$ cat src/rtl/flseq_pkg.sv
package flseq_pkg;
  localparam int QUAD_W = 32;

  typedef enum logic [2:0] {
    OP_READ      = 3'd0,
    OP_WRITE     = 3'd1,
    OP_REV       = 3'd2,
    OP_ERASE_VOL = 3'd3,
    OP_ERASE_SET = 3'd4,
    OP_ERASE_CFG = 3'd5
  } op_e;

  typedef enum logic [3:0] {
    S_IDLE, S_FILL_RD, S_FILL_WR, S_PAIR_A, S_PAIR_S, S_CMD, S_WAIT,
    S_POLL_RD, S_POLL_CHK, S_DRAIN_RD, S_DRAIN_WR, S_NEXT
  } state_e;

  function automatic logic op_known(logic [2:0] op);
    return op <= 3'd5;
  endfunction

  function automatic logic op_erase(logic [2:0] op);
    return (op == OP_ERASE_VOL) || (op == OP_ERASE_SET) || (op == OP_ERASE_CFG);
  endfunction

  function automatic logic op_bulk(logic [2:0] op);
    return (op == OP_READ) || (op == OP_WRITE);
  endfunction

  function automatic logic [3:0] cmd_code(logic [2:0] op);
    case (op)
      OP_READ:      return 4'h2;
      OP_WRITE:     return 4'h1;
      OP_REV:       return 4'hF;
      OP_ERASE_VOL: return 4'hE;
      OP_ERASE_SET: return 4'hD;
      default:      return 4'hC;
    endcase
  endfunction
endpackage

$ cat src/rtl/flseq_chunker.sv
module flseq_chunker #(
  parameter int SUB_Q  = 32,
  parameter int LEN_W  = 12,
  parameter int RAM_AW = 10,
  parameter int FA_W   = 32,
  localparam int CQ_W  = $clog2(SUB_Q + 1)
) (
  input  logic              clk,
  input  logic              rst,
  input  logic              load,
  input  logic [FA_W-1:0]   ld_faddr,
  input  logic [RAM_AW-1:0] ld_raddr,
  input  logic [LEN_W-1:0]  ld_len,
  input  logic              step_word,
  input  logic              next_chunk,
  output logic [CQ_W-1:0]   word_idx,
  output logic              word_last,
  output logic              chunk_last,
  output logic [FA_W-1:0]   cur_faddr,
  output logic [RAM_AW-1:0] cur_raddr,
  output logic [31:0]       size_bytes
);
  logic [LEN_W-1:0]  remain;
  logic [RAM_AW-1:0] raddr_base;
  logic [CQ_W-1:0]   chunk_q;

  always_comb begin
    if (remain > LEN_W'(SUB_Q)) chunk_q = CQ_W'(SUB_Q);
    else                        chunk_q = remain[CQ_W-1:0];
  end

  assign chunk_last = remain <= LEN_W'(SUB_Q);
  assign word_last  = word_idx == CQ_W'(chunk_q - 1'b1);
  assign cur_raddr  = raddr_base + RAM_AW'(word_idx);
  assign size_bytes = {{(32-CQ_W-2){1'b0}}, chunk_q, 2'b00};

  always_ff @(posedge clk) begin
    if (rst) begin
      remain     <= '0;
      cur_faddr  <= '0;
      raddr_base <= '0;
      word_idx   <= '0;
    end else if (load) begin
      remain     <= ld_len;
      cur_faddr  <= ld_faddr;
      raddr_base <= ld_raddr;
      word_idx   <= '0;
    end else if (next_chunk) begin
      remain     <= remain - LEN_W'(chunk_q);
      cur_faddr  <= cur_faddr + FA_W'(SUB_Q * 4);
      raddr_base <= raddr_base + RAM_AW'(SUB_Q);
      word_idx   <= '0;
    end else if (step_word) begin
      word_idx   <= word_idx + 1'b1;
    end
  end
endmodule

$ cat src/rtl/flseq_timer.sv
module flseq_timer #(
  parameter int WAIT_RW    = 250000,
  parameter int WAIT_ERASE = 62500000,
  parameter int POLL_MAX   = 1000,
  localparam int WMAX      = (WAIT_ERASE > WAIT_RW) ? WAIT_ERASE : WAIT_RW,
  localparam int WCNT_W    = $clog2(WMAX + 1),
  localparam int PCNT_W    = $clog2(POLL_MAX + 1)
) (
  input  logic clk,
  input  logic rst,
  input  logic start,
  input  logic long_sel,
  input  logic poll_inc,
  output logic wait_done,
  output logic poll_last
);
  logic [WCNT_W-1:0] wcnt;
  logic [PCNT_W-1:0] pcnt;

  assign wait_done = wcnt == '0;
  assign poll_last = pcnt == PCNT_W'(POLL_MAX - 1);

  always_ff @(posedge clk) begin
    if (rst) begin
      wcnt <= '0;
      pcnt <= '0;
    end else if (start) begin
      wcnt <= long_sel ? WCNT_W'(WAIT_ERASE) : WCNT_W'(WAIT_RW);
      pcnt <= '0;
    end else begin
      if (wcnt != '0) wcnt <= wcnt - 1'b1;
      if (poll_inc)   pcnt <= pcnt + 1'b1;
    end
  end
endmodule

$ cat src/rtl/flseq_port.sv
module flseq_port
  import flseq_pkg::*;
#(
  parameter int REG_AW    = 8,
  parameter int RAM_AW    = 10,
  parameter int FA_W      = 32,
  parameter int CTRL_ADDR = 8,
  parameter int PAIR_ADDR = 32,
  parameter int CQ_W      = 6,
  localparam int WIN_ADDR = PAIR_ADDR + 2
) (
  input  state_e            state,
  input  logic [3:0]        code,
  input  logic [FA_W-1:0]   faddr,
  input  logic [31:0]       size_bytes,
  input  logic [CQ_W-1:0]   idx,
  input  logic [RAM_AW-1:0] raddr,
  input  logic [31:0]       ram_rdata,
  input  logic [31:0]       bus_rdata,
  output logic              bus_req,
  output logic              bus_we,
  output logic [REG_AW-1:0] bus_addr,
  output logic [31:0]       bus_wdata,
  output logic              ram_re,
  output logic              ram_we,
  output logic [RAM_AW-1:0] ram_addr,
  output logic [31:0]       ram_wdata
);
  logic [REG_AW-1:0] win_at;
  assign win_at    = REG_AW'(WIN_ADDR) + REG_AW'(idx);
  assign ram_addr  = raddr;
  assign ram_wdata = bus_rdata;
  assign ram_re    = state == S_FILL_RD;
  assign ram_we    = state == S_DRAIN_WR;

  always_comb begin
    bus_req   = 1'b0;
    bus_we    = 1'b0;
    bus_addr  = '0;
    bus_wdata = '0;
    case (state)
      S_FILL_WR: begin
        bus_req = 1'b1; bus_we = 1'b1; bus_addr = win_at; bus_wdata = ram_rdata;
      end
      S_PAIR_A: begin
        bus_req = 1'b1; bus_we = 1'b1; bus_addr = REG_AW'(PAIR_ADDR);
        bus_wdata = QUAD_W'(faddr);
      end
      S_PAIR_S: begin
        bus_req = 1'b1; bus_we = 1'b1; bus_addr = REG_AW'(PAIR_ADDR + 1);
        bus_wdata = size_bytes;
      end
      S_CMD: begin
        bus_req = 1'b1; bus_we = 1'b1; bus_addr = REG_AW'(CTRL_ADDR);
        bus_wdata = {28'd0, code};
      end
      S_POLL_RD: begin
        bus_req = 1'b1; bus_addr = REG_AW'(CTRL_ADDR);
      end
      S_DRAIN_RD: begin
        bus_req = 1'b1; bus_addr = win_at;
      end
      default: ;
    endcase
  end
endmodule

$ cat src/rtl/flash_seq.sv
module flash_seq
  import flseq_pkg::*;
#(
  parameter int SUB_Q      = 32,
  parameter int LEN_W      = 12,
  parameter int RAM_AW     = 10,
  parameter int FA_W       = 32,
  parameter int REG_AW     = 8,
  parameter int CTRL_ADDR  = 8,
  parameter int PAIR_ADDR  = 32,
  parameter int WAIT_RW    = 250000,
  parameter int WAIT_ERASE = 62500000,
  parameter int POLL_MAX   = 1000
) (
  input  logic              clk,
  input  logic              rst,
  input  logic              req_valid,
  output logic              req_ready,
  input  logic [2:0]        req_op,
  input  logic [FA_W-1:0]   req_flash_addr,
  input  logic [RAM_AW-1:0] req_ram_addr,
  input  logic [LEN_W-1:0]  req_len,
  output logic              resp_done,
  output logic              resp_error,
  output logic              bus_req,
  output logic              bus_we,
  output logic [REG_AW-1:0] bus_addr,
  output logic [31:0]       bus_wdata,
  input  logic [31:0]       bus_rdata,
  output logic              ram_re,
  output logic              ram_we,
  output logic [RAM_AW-1:0] ram_addr,
  output logic [31:0]       ram_wdata,
  input  logic [31:0]       ram_rdata
);
  localparam int CQ_W = $clog2(SUB_Q + 1);

  state_e            state;
  logic [2:0]        op_q;
  logic              ck_load, ck_step, ck_next;
  logic [CQ_W-1:0]   word_idx;
  logic              word_last, chunk_last;
  logic [FA_W-1:0]   cur_faddr;
  logic [RAM_AW-1:0] cur_raddr;
  logic [31:0]       size_bytes;
  logic              tm_start, tm_inc, wait_done, poll_last;
  logic              accept, zero_bulk, dev_ready;
  logic [LEN_W-1:0]  ld_len;

  assign req_ready = state == S_IDLE;
  assign accept    = req_valid && req_ready;
  assign zero_bulk = op_bulk(req_op) && (req_len == '0);
  assign ld_len    = op_bulk(req_op) ? req_len : LEN_W'(1);
  assign dev_ready = bus_rdata == '0;

  assign ck_load  = accept && op_known(req_op) && !zero_bulk;
  assign ck_step  = ((state == S_FILL_WR) || (state == S_DRAIN_WR)) && !word_last;
  assign ck_next  = (state == S_NEXT) && !chunk_last;
  assign tm_start = state == S_CMD;
  assign tm_inc   = (state == S_POLL_CHK) && !dev_ready;

  flseq_chunker #(.SUB_Q(SUB_Q), .LEN_W(LEN_W), .RAM_AW(RAM_AW), .FA_W(FA_W)) u_chunk (
    .clk(clk), .rst(rst), .load(ck_load), .ld_faddr(req_flash_addr),
    .ld_raddr(req_ram_addr), .ld_len(ld_len), .step_word(ck_step),
    .next_chunk(ck_next), .word_idx(word_idx), .word_last(word_last),
    .chunk_last(chunk_last), .cur_faddr(cur_faddr), .cur_raddr(cur_raddr),
    .size_bytes(size_bytes)
  );

  flseq_timer #(.WAIT_RW(WAIT_RW), .WAIT_ERASE(WAIT_ERASE), .POLL_MAX(POLL_MAX)) u_timer (
    .clk(clk), .rst(rst), .start(tm_start), .long_sel(op_erase(op_q)),
    .poll_inc(tm_inc), .wait_done(wait_done), .poll_last(poll_last)
  );

  flseq_port #(.REG_AW(REG_AW), .RAM_AW(RAM_AW), .FA_W(FA_W), .CTRL_ADDR(CTRL_ADDR),
               .PAIR_ADDR(PAIR_ADDR), .CQ_W(CQ_W)) u_port (
    .state(state), .code(cmd_code(op_q)), .faddr(cur_faddr), .size_bytes(size_bytes),
    .idx(word_idx), .raddr(cur_raddr), .ram_rdata(ram_rdata), .bus_rdata(bus_rdata),
    .bus_req(bus_req), .bus_we(bus_we), .bus_addr(bus_addr), .bus_wdata(bus_wdata),
    .ram_re(ram_re), .ram_we(ram_we), .ram_addr(ram_addr), .ram_wdata(ram_wdata)
  );

  always_ff @(posedge clk) begin
    if (rst) begin
      state      <= S_IDLE;
      op_q       <= '0;
      resp_done  <= 1'b0;
      resp_error <= 1'b0;
    end else begin
      resp_done  <= 1'b0;
      resp_error <= 1'b0;
      case (state)
        S_IDLE: if (accept) begin
          op_q <= req_op;
          if (!op_known(req_op))  resp_error <= 1'b1;
          else if (zero_bulk)     resp_done  <= 1'b1;
          else if (req_op == OP_WRITE) state <= S_FILL_RD;
          else if (req_op == OP_READ)  state <= S_PAIR_A;
          else                         state <= S_CMD;
        end
        S_FILL_RD:  state <= S_FILL_WR;
        S_FILL_WR:  state <= word_last ? S_PAIR_A : S_FILL_RD;
        S_PAIR_A:   state <= S_PAIR_S;
        S_PAIR_S:   state <= S_CMD;
        S_CMD:      state <= S_WAIT;
        S_WAIT:     if (wait_done) state <= S_POLL_RD;
        S_POLL_RD:  state <= S_POLL_CHK;
        S_POLL_CHK: begin
          if (dev_ready) begin
            if ((op_q == OP_READ) || (op_q == OP_REV)) state <= S_DRAIN_RD;
            else                                       state <= S_NEXT;
          end else if (poll_last) begin
            resp_error <= 1'b1;
            state      <= S_IDLE;
          end else begin
            state <= S_POLL_RD;
          end
        end
        S_DRAIN_RD: state <= S_DRAIN_WR;
        S_DRAIN_WR: state <= word_last ? S_NEXT : S_DRAIN_RD;
        S_NEXT: begin
          if (chunk_last) begin
            resp_done <= 1'b1;
            state     <= S_IDLE;
          end else begin
            state <= (op_q == OP_WRITE) ? S_FILL_RD : S_PAIR_A;
          end
        end
        default: state <= S_IDLE;
      endcase
    end
  end
endmodule

$ cat config.mk
export PLATFORM = sky130hd
export DESIGN_NAME = flash_seq
export DESIGN_NICKNAME = d
export VERILOG_FILES = /design/src/rtl/flseq_pkg.sv /design/src/rtl/flseq_chunker.sv /design/src/rtl/flseq_timer.sv /design/src/rtl/flseq_port.sv /design/src/rtl/flash_seq.sv
export SDC_FILE = /design/constraint.sdc
export NUM_CORES = 1
export LEC_CHECK = 0
export ABC_AREA = 1
export BUFFER_PORTS_ARGS = -buffer_cell sky130_fd_sc_hd__clkbuf_2
export CORE_MARGIN = 2
export CORE_UTILIZATION = 35
export DETAILED_ROUTE_END_ITERATION = 10
export HOLD_SLACK_MARGIN = 0.08
export PLACE_DENSITY = 0.65
export SYNTH_ARGS = -nofsm -noshare
export SYNTH_HDL_FRONTEND = slang
export SYNTH_SLANG_ARGS = --single-unit
$ cat constraint.sdc
create_clock -name clk -period 2.1 [get_ports clk]
set_input_delay 0.105 -clock clk [delete_from_list [all_inputs] [get_ports clk]]
set_output_delay 0.105 -clock clk [all_outputs]
set_load 0.005 [all_outputs]
---- Yosys cells after proc, flatten, opt, wreduce, memory -nomap -nowiden ----
Cells that the tools add are included.
word-level totals
  flip-flop bits (word level) ............. 105
  latch bits .............................. 0
  RAM bits ................................ 0
  bits in read-only memories .............. 0
  output and inout bits ................... 89
  word-level logic and storage cells ...... 118
  memories ................................ 0
cells by class
  add/sub/neg operators ................... 9
  $mul .................................... 0
  div/mod/pow operators ................... 0
  order comparisons ....................... 3
  equal/unequal tests ..................... 23
  shifts and indexed selects .............. 0
  mux-type cells .......................... 40
  bitwise gates (word level) .............. 0
  reduce and logical (&&, ||, !) cells .... 33
operators with widths
  cell                                                                               count
  32-bit case mux with 4 select lines                                                1
  26-bit two-way mux                                                                 3
  32-bit two-way mux                                                                 2
  4-bit case mux with 12 select lines                                                1
  12-bit two-way mux                                                                 3
  32-bit by 8-bit adder with 32-bit output, second input constant                    1
  32-bit logical NOT                                                                 1
  8-bit case mux with 4 select lines                                                 1
  26-bit logical NOT                                                                 1
  26-bit nonzero test                                                                1
  26-bit by 1-bit subtractor with 26-bit output, second input constant               1
  10-bit two-way mux                                                                 2
  4-bit two-way mux                                                                  5
  4-bit case mux with 5 select lines                                                 1
  4-bit by 3-bit == test with 1-bit output, second input constant                    4
  4-bit == test, second input constant                                               4
  12-bit by 6-bit greater-than comparator with 1-bit output, second input constant   1
  12-bit by 6-bit less-or-equal comparator with 1-bit output, second input constant  1
  12-bit logical NOT                                                                 1
  12-bit by 6-bit subtractor with 12-bit output                                      1
  10-bit by 1-bit adder with 10-bit output, second input constant                    1
  10-bit by 6-bit adder with 10-bit output                                           1
  10-bit by 6-bit adder with 10-bit output, second input constant                    1
  10-bit == test, second input constant                                              1
  other kinds (29)                                                                   68

---- Logic depth before layout (Yosys ltp) ----
  word-level depth ........................ 7
  mapped depth ............................ 18

---- By module ----
A second synthesis with hierarchy kept.
unflattened totals
  cell total of the unflattened synthesis .. 1302
  area, all modules ....................... 8129.0 sq um
modules (own cells, without submodules)
  module         times used  cells each  area each (sq um)  sequential area each (sq um)
  flseq_chunker  1           567         3865.0             1201.2
  flseq_timer    1           321         2043.2             720.7
  flseq_port     1           241         1291.2             0.0
  flash_seq      1           173         929.6              180.2

---- Worst setup path after synthesis ----
Ideal clock, no wire load.
  path type ............................... register to register
  start ................................... reg u_chunk.remain[6]
  end ..................................... reg u_chunk.word_idx[0]
  library setup time ...................... 116 ps
  data arrival time ....................... 2070 ps
  data required time ...................... 1984 ps
  path slack .............................. -86 ps
  stages on the path, launching flop included .. 16
  clock period less this slack ............ 2186 ps
  path through ............................ dfxtp_1 > nor2_4 > inv_2 > nor2_8 > nand2_4 > inv_1 > nand2_1 > ha_1 > xor2_1 > nand3_1 > nor2_2 > nand2_2 > o21ai_4 > inv_2 > nor2_1 > nor2_1
between the ends
  longest elaborated chain between the ends .. 6
RTL lines
  what                                                       RTL line             text
  start, declared                                            flseq_chunker.sv:23  logic [LEN_W-1:0] remain;
  start signal, assigned                                     flseq_chunker.sv:44  remain <= ld_len;
  start signal, assigned                                     flseq_chunker.sv:49  remain <= remain - LEN_W'(chunk_q);
  12-bit by 6-bit greater-than comparator with 1-bit output  flseq_chunker.sv:28  if (remain > LEN_W'(SUB_Q)) chunk_q = CQ_W'(SUB_Q);
  6-bit two-way mux                                          flseq_chunker.sv:28
  6-bit by 1-bit subtractor with 6-bit output                flseq_chunker.sv:33  assign word_last = word_idx == CQ_W'(chunk_q - 1'b1);
  6-bit == test                                              flseq_chunker.sv:33
  1-bit logical NOT                                          flash_seq.sv:57      assign ck_step = ((state == S_FILL_WR) || (state == S_DRAIN_WR)) && !word_last;
  1-bit logical AND                                          flash_seq.sv:57
  end signal, assigned                                       flseq_chunker.sv:54  word_idx <= word_idx + 1'b1;
  end, declared                                              flseq_chunker.sv:16  output logic [CQ_W-1:0] word_idx,
Several ways; a longest one is shown, not always the timed one.
A chain may end at the register's enable or synchronous reset.

---- Final worst setup path ----
  start ................................... reg u_chunk.raddr_base[1]
  end ..................................... out ram_addr[8]
between the ends
  longest elaborated chain between the ends .. 1
RTL lines
  what                                      RTL line             text
  start, declared                           flseq_chunker.sv:24  logic [RAM_AW-1:0] raddr_base;
  start signal, assigned                    flseq_chunker.sv:46  raddr_base <= ld_raddr;
  start signal, assigned                    flseq_chunker.sv:51  raddr_base <= raddr_base + RAM_AW'(SUB_Q);
  10-bit by 6-bit adder with 10-bit output  flseq_chunker.sv:34  assign cur_raddr = raddr_base + RAM_AW'(word_idx);
  end, declared                             flash_seq.sv:32      output logic [RAM_AW-1:0] ram_addr,
Every way passes these cells.

==> results.yml <==
logic_synthesis:
  yosys-top-cells-area: "dfxtp_1, nand2_1, nor2_1"
  synth_top_area_share: 0.294
  synth-edff-count: 0
  ys_warn_count: 0
  synth_seq_cells: 105
  yosysTopAreaCell: "dfxtp_1"
  synth_area_per_cell_um2: 6.52
  synthCells: 1096
  async_flop_share: 0
  synthesis.nets: 1235
  synthDistinctLibCells: 55
  synth_ff_type: "dfxtp_1"
  ys_seq_area_frac: 0.294
  syn-cell-area_mm2: 0.00715
cts:
  clk_latency_ns: 0.36
  cts_buffer_depth: 2
  cts-htree-levels: 3
  cts_buffers: 9
  cts.sinks: 105
  path_clk_slew_ns: 0.07
  clockRootBuffer: "clkbuf_16"
  cts_tree: "done"
hold_path:
  worstHoldStart: "req_op[0]"
  hold_end: "op_q[0]$_SDFFE_PP0P_"
  hold_depth: 3
  hold_class: "input pin to register"
drt:
  drt-total-wl_um: 24000
  vias: 8177
  drc: 0
  wl_per_cell_um: 14.4
  first_pass_iters: 5
  drt-vias-per-instance: 4.91
  ant_nets: 0
  drtIter0Drc: 554
place:
  place.gp.congestion: 0.938
  io_buffers: 211
  dpl_cell_area_mm2: 0.00868
  place_inst: 1580
  dp_hpwl_um: 17500
layout:
  fin_cells: 1666
  layout.nets: 1530
  drive_gt1_frac: 0.307
  antenna_cells: 0
  fin_util: 0.491
  final_area_mm2: 0.00990
  final_cell_mix: "nand2_1, clkbuf_2, nor2_1"
  area_growth_pct: 38.5
  final_common_cell: "nand2_1"
die:
  ios: 213
  dieArea_mm2: 0.0216
  start_util: 0.354
  core.rowCount: 52
  die_width_um: 147
  coreArea_mm2: 0.0202
  die_h_um: 147
grt:
  grt_overflow: 0
  antenna_found_initial: 0
  grt_max_degree: 30
  grt_pass1_vias: 7510
  grt_pass1_wl_um: 36800
  grtUsageTotal: 0.210
timing:
  hold_violations: 0
  layout_setup_ws_ns: -0.133
  drv_slew: 0
  post-route-period-util: 1.06
  setup_tns_ns: -0.782
  setup_violations: 11
  rsz0062_at_grt: "yes"
  finalClockSkew_ns: 0.0162
  fmaxAchievable_ghz: 0.448
  fin_crit_ns: 2.23
outcome:
  violations: "setup timing"
  run_status: "finished with violations"
critical_path:
  worstPathRequired_ns: 2.00
  path_class: "register to primary output"
  startpoint: "u_chunk.raddr_base[1]$_SDFFE_PP0P_"
  end_kind: "primary output"
  r2r-end: "u_chunk.word_idx[3]$_SDFFE_PP0P_"
  r2r-start: "u_chunk.remain[9]$_SDFFE_PP0N_"
  path_max_fanout: 2
  cp-start-kind: "register"
  worstPathArrival_ns: 2.13
  rrSetupSlack_ns: -0.07
  reg2regPathDepth: 14
pwr:
  power.leakage_nw: 4.52
  ir_worst_vdd_uv: 438
  powerDensity_mw_per_mm2: 1150
job:
  maxCapViolCount: 0
[repair_timing]
| item | CTS | global route |
|---|---|---|
| buffers inserted | 11 | 14 |
| gates cloned | 0 | 1 |
| hold buffers | 47 | 0 |
| resized for setup | 26 | 59 |
| endpoints found under the hold margin | 48 | 0 |
| pin swaps | 20 | 27 |
| setup endpoints to repair | 15 | 75 |
[worst max-delay path by stage]
stage                                             endpoint  slack (ns)  cells after the start
after floorplan           u_chunk.word_idx[0]$_SDFFE_PP0P_       -0.05                     15
after global placement    u_chunk.word_idx[0]$_SDFFE_PP0P_       -0.06                     15
after detailed placement                       ram_addr[8]       -0.08                     10
after CTS                                      ram_addr[8]       -0.13                     10
after global routing                           ram_addr[8]       -0.22                      9
final                                          ram_addr[8]       -0.13                      9
[synthesized netlist by cell type (2+ instances only)]
library cell,instances
a22oi_1,3
nor2_1,157
clkbuf_1,16
nand2_2,8
o22ai_1,14
conb_1,2
nor2_4,6
o21ai_0,81
nand2_1,235
buf_1,2
buf_6,3
o2111ai_1,3
o21a_1,2
buf_4,34
o31ai_1,2
nand3_1,42
xor2_1,38
inv_1,114
nand3b_1,2
xnor2_1,10
o211ai_1,11
nor4_1,10
inv_2,11
nor2_8,2
a22o_1,2
nor3_1,16
a21boi_0,2
a31oi_1,11
nand3_4,2
o21ai_1,11
ha_1,14
buf_2,8
nand3_2,2
dfxtp_1,105
nand4_1,19
a21oi_1,67
or2_2,2
nand2_4,3
nor2_2,8
[routing by layer]
metal / wire (um) / global-route usage / vias up
met5: 0 / 0 / -
met1: 10800 / 0.277 / 3722
met4: 458 / 0.0712 / 0
met2: 11400 / 0.354 / 265
li1: - / - / 4162
met3: 1270 / 0.0273 / 28
[flip-flops by register name, indices dropped and copies added (netlist names)]
signal	cells
u_timer.pcnt	10
u_timer.wcnt	26
op_q	3
u_chunk.remain	12
u_chunk.cur_faddr	32
u_chunk.word_idx	6
resp_done	1
u_chunk.raddr_base	10
resp_error	1
state	4
[kinds of logic after synthesis]
kind of cell,share of synthesized area
AO/OA/AOI/OAI,0.175
XOR/XNOR,0.0588
buffers and inverters,0.123
AND/OR/NAND/NOR,0.321
other,0.00105
flip-flops,0.294
adder cells (fa/ha/maj),0.0273
[critical path, stage by stage (launching register included)]
cell	delay (ns)
dfxtp_1	0.38
inv_1	0.10
fa_2	0.42
o21ai_4	0.18
a21oi_2	0.07
inv_2	0.07
a21oi_4	0.06
nor2_2	0.09
xor2_1	0.23
buf_2	0.16
[stage by stage]
step / worst slack, ns / hold slack (ns) / power, mW
finish: -0.133 / 0.0874 / 11.3
global placement: -0.0626 / 0.362 / 8.89
detailed placement: -0.0755 / 0.369 / 8.93
CTS: -0.134 / 0.0805 / 11.0
global route: -0.220 / 0.109 / 12.2
floorplan: -0.0523 / 0.249 / 6.93
[where the power goes]
part	switching, mW	internal, mW
logic	3.79	2.64
clock network	0.821	1.05
registers	0.492	2.54
[final cells by class]
class,instances,area [um2]
fillers,1998,10300
multi-input cells,801,4400
repair buffers,346,2210
flip-flops and latches,105,2130
inverters,127,494
well taps,270,338
clock buffers,10,229
clock inverters,6,91.3
repair inverters,1,7.51
No activity file was read; power rests on OpenSTA's default activity.
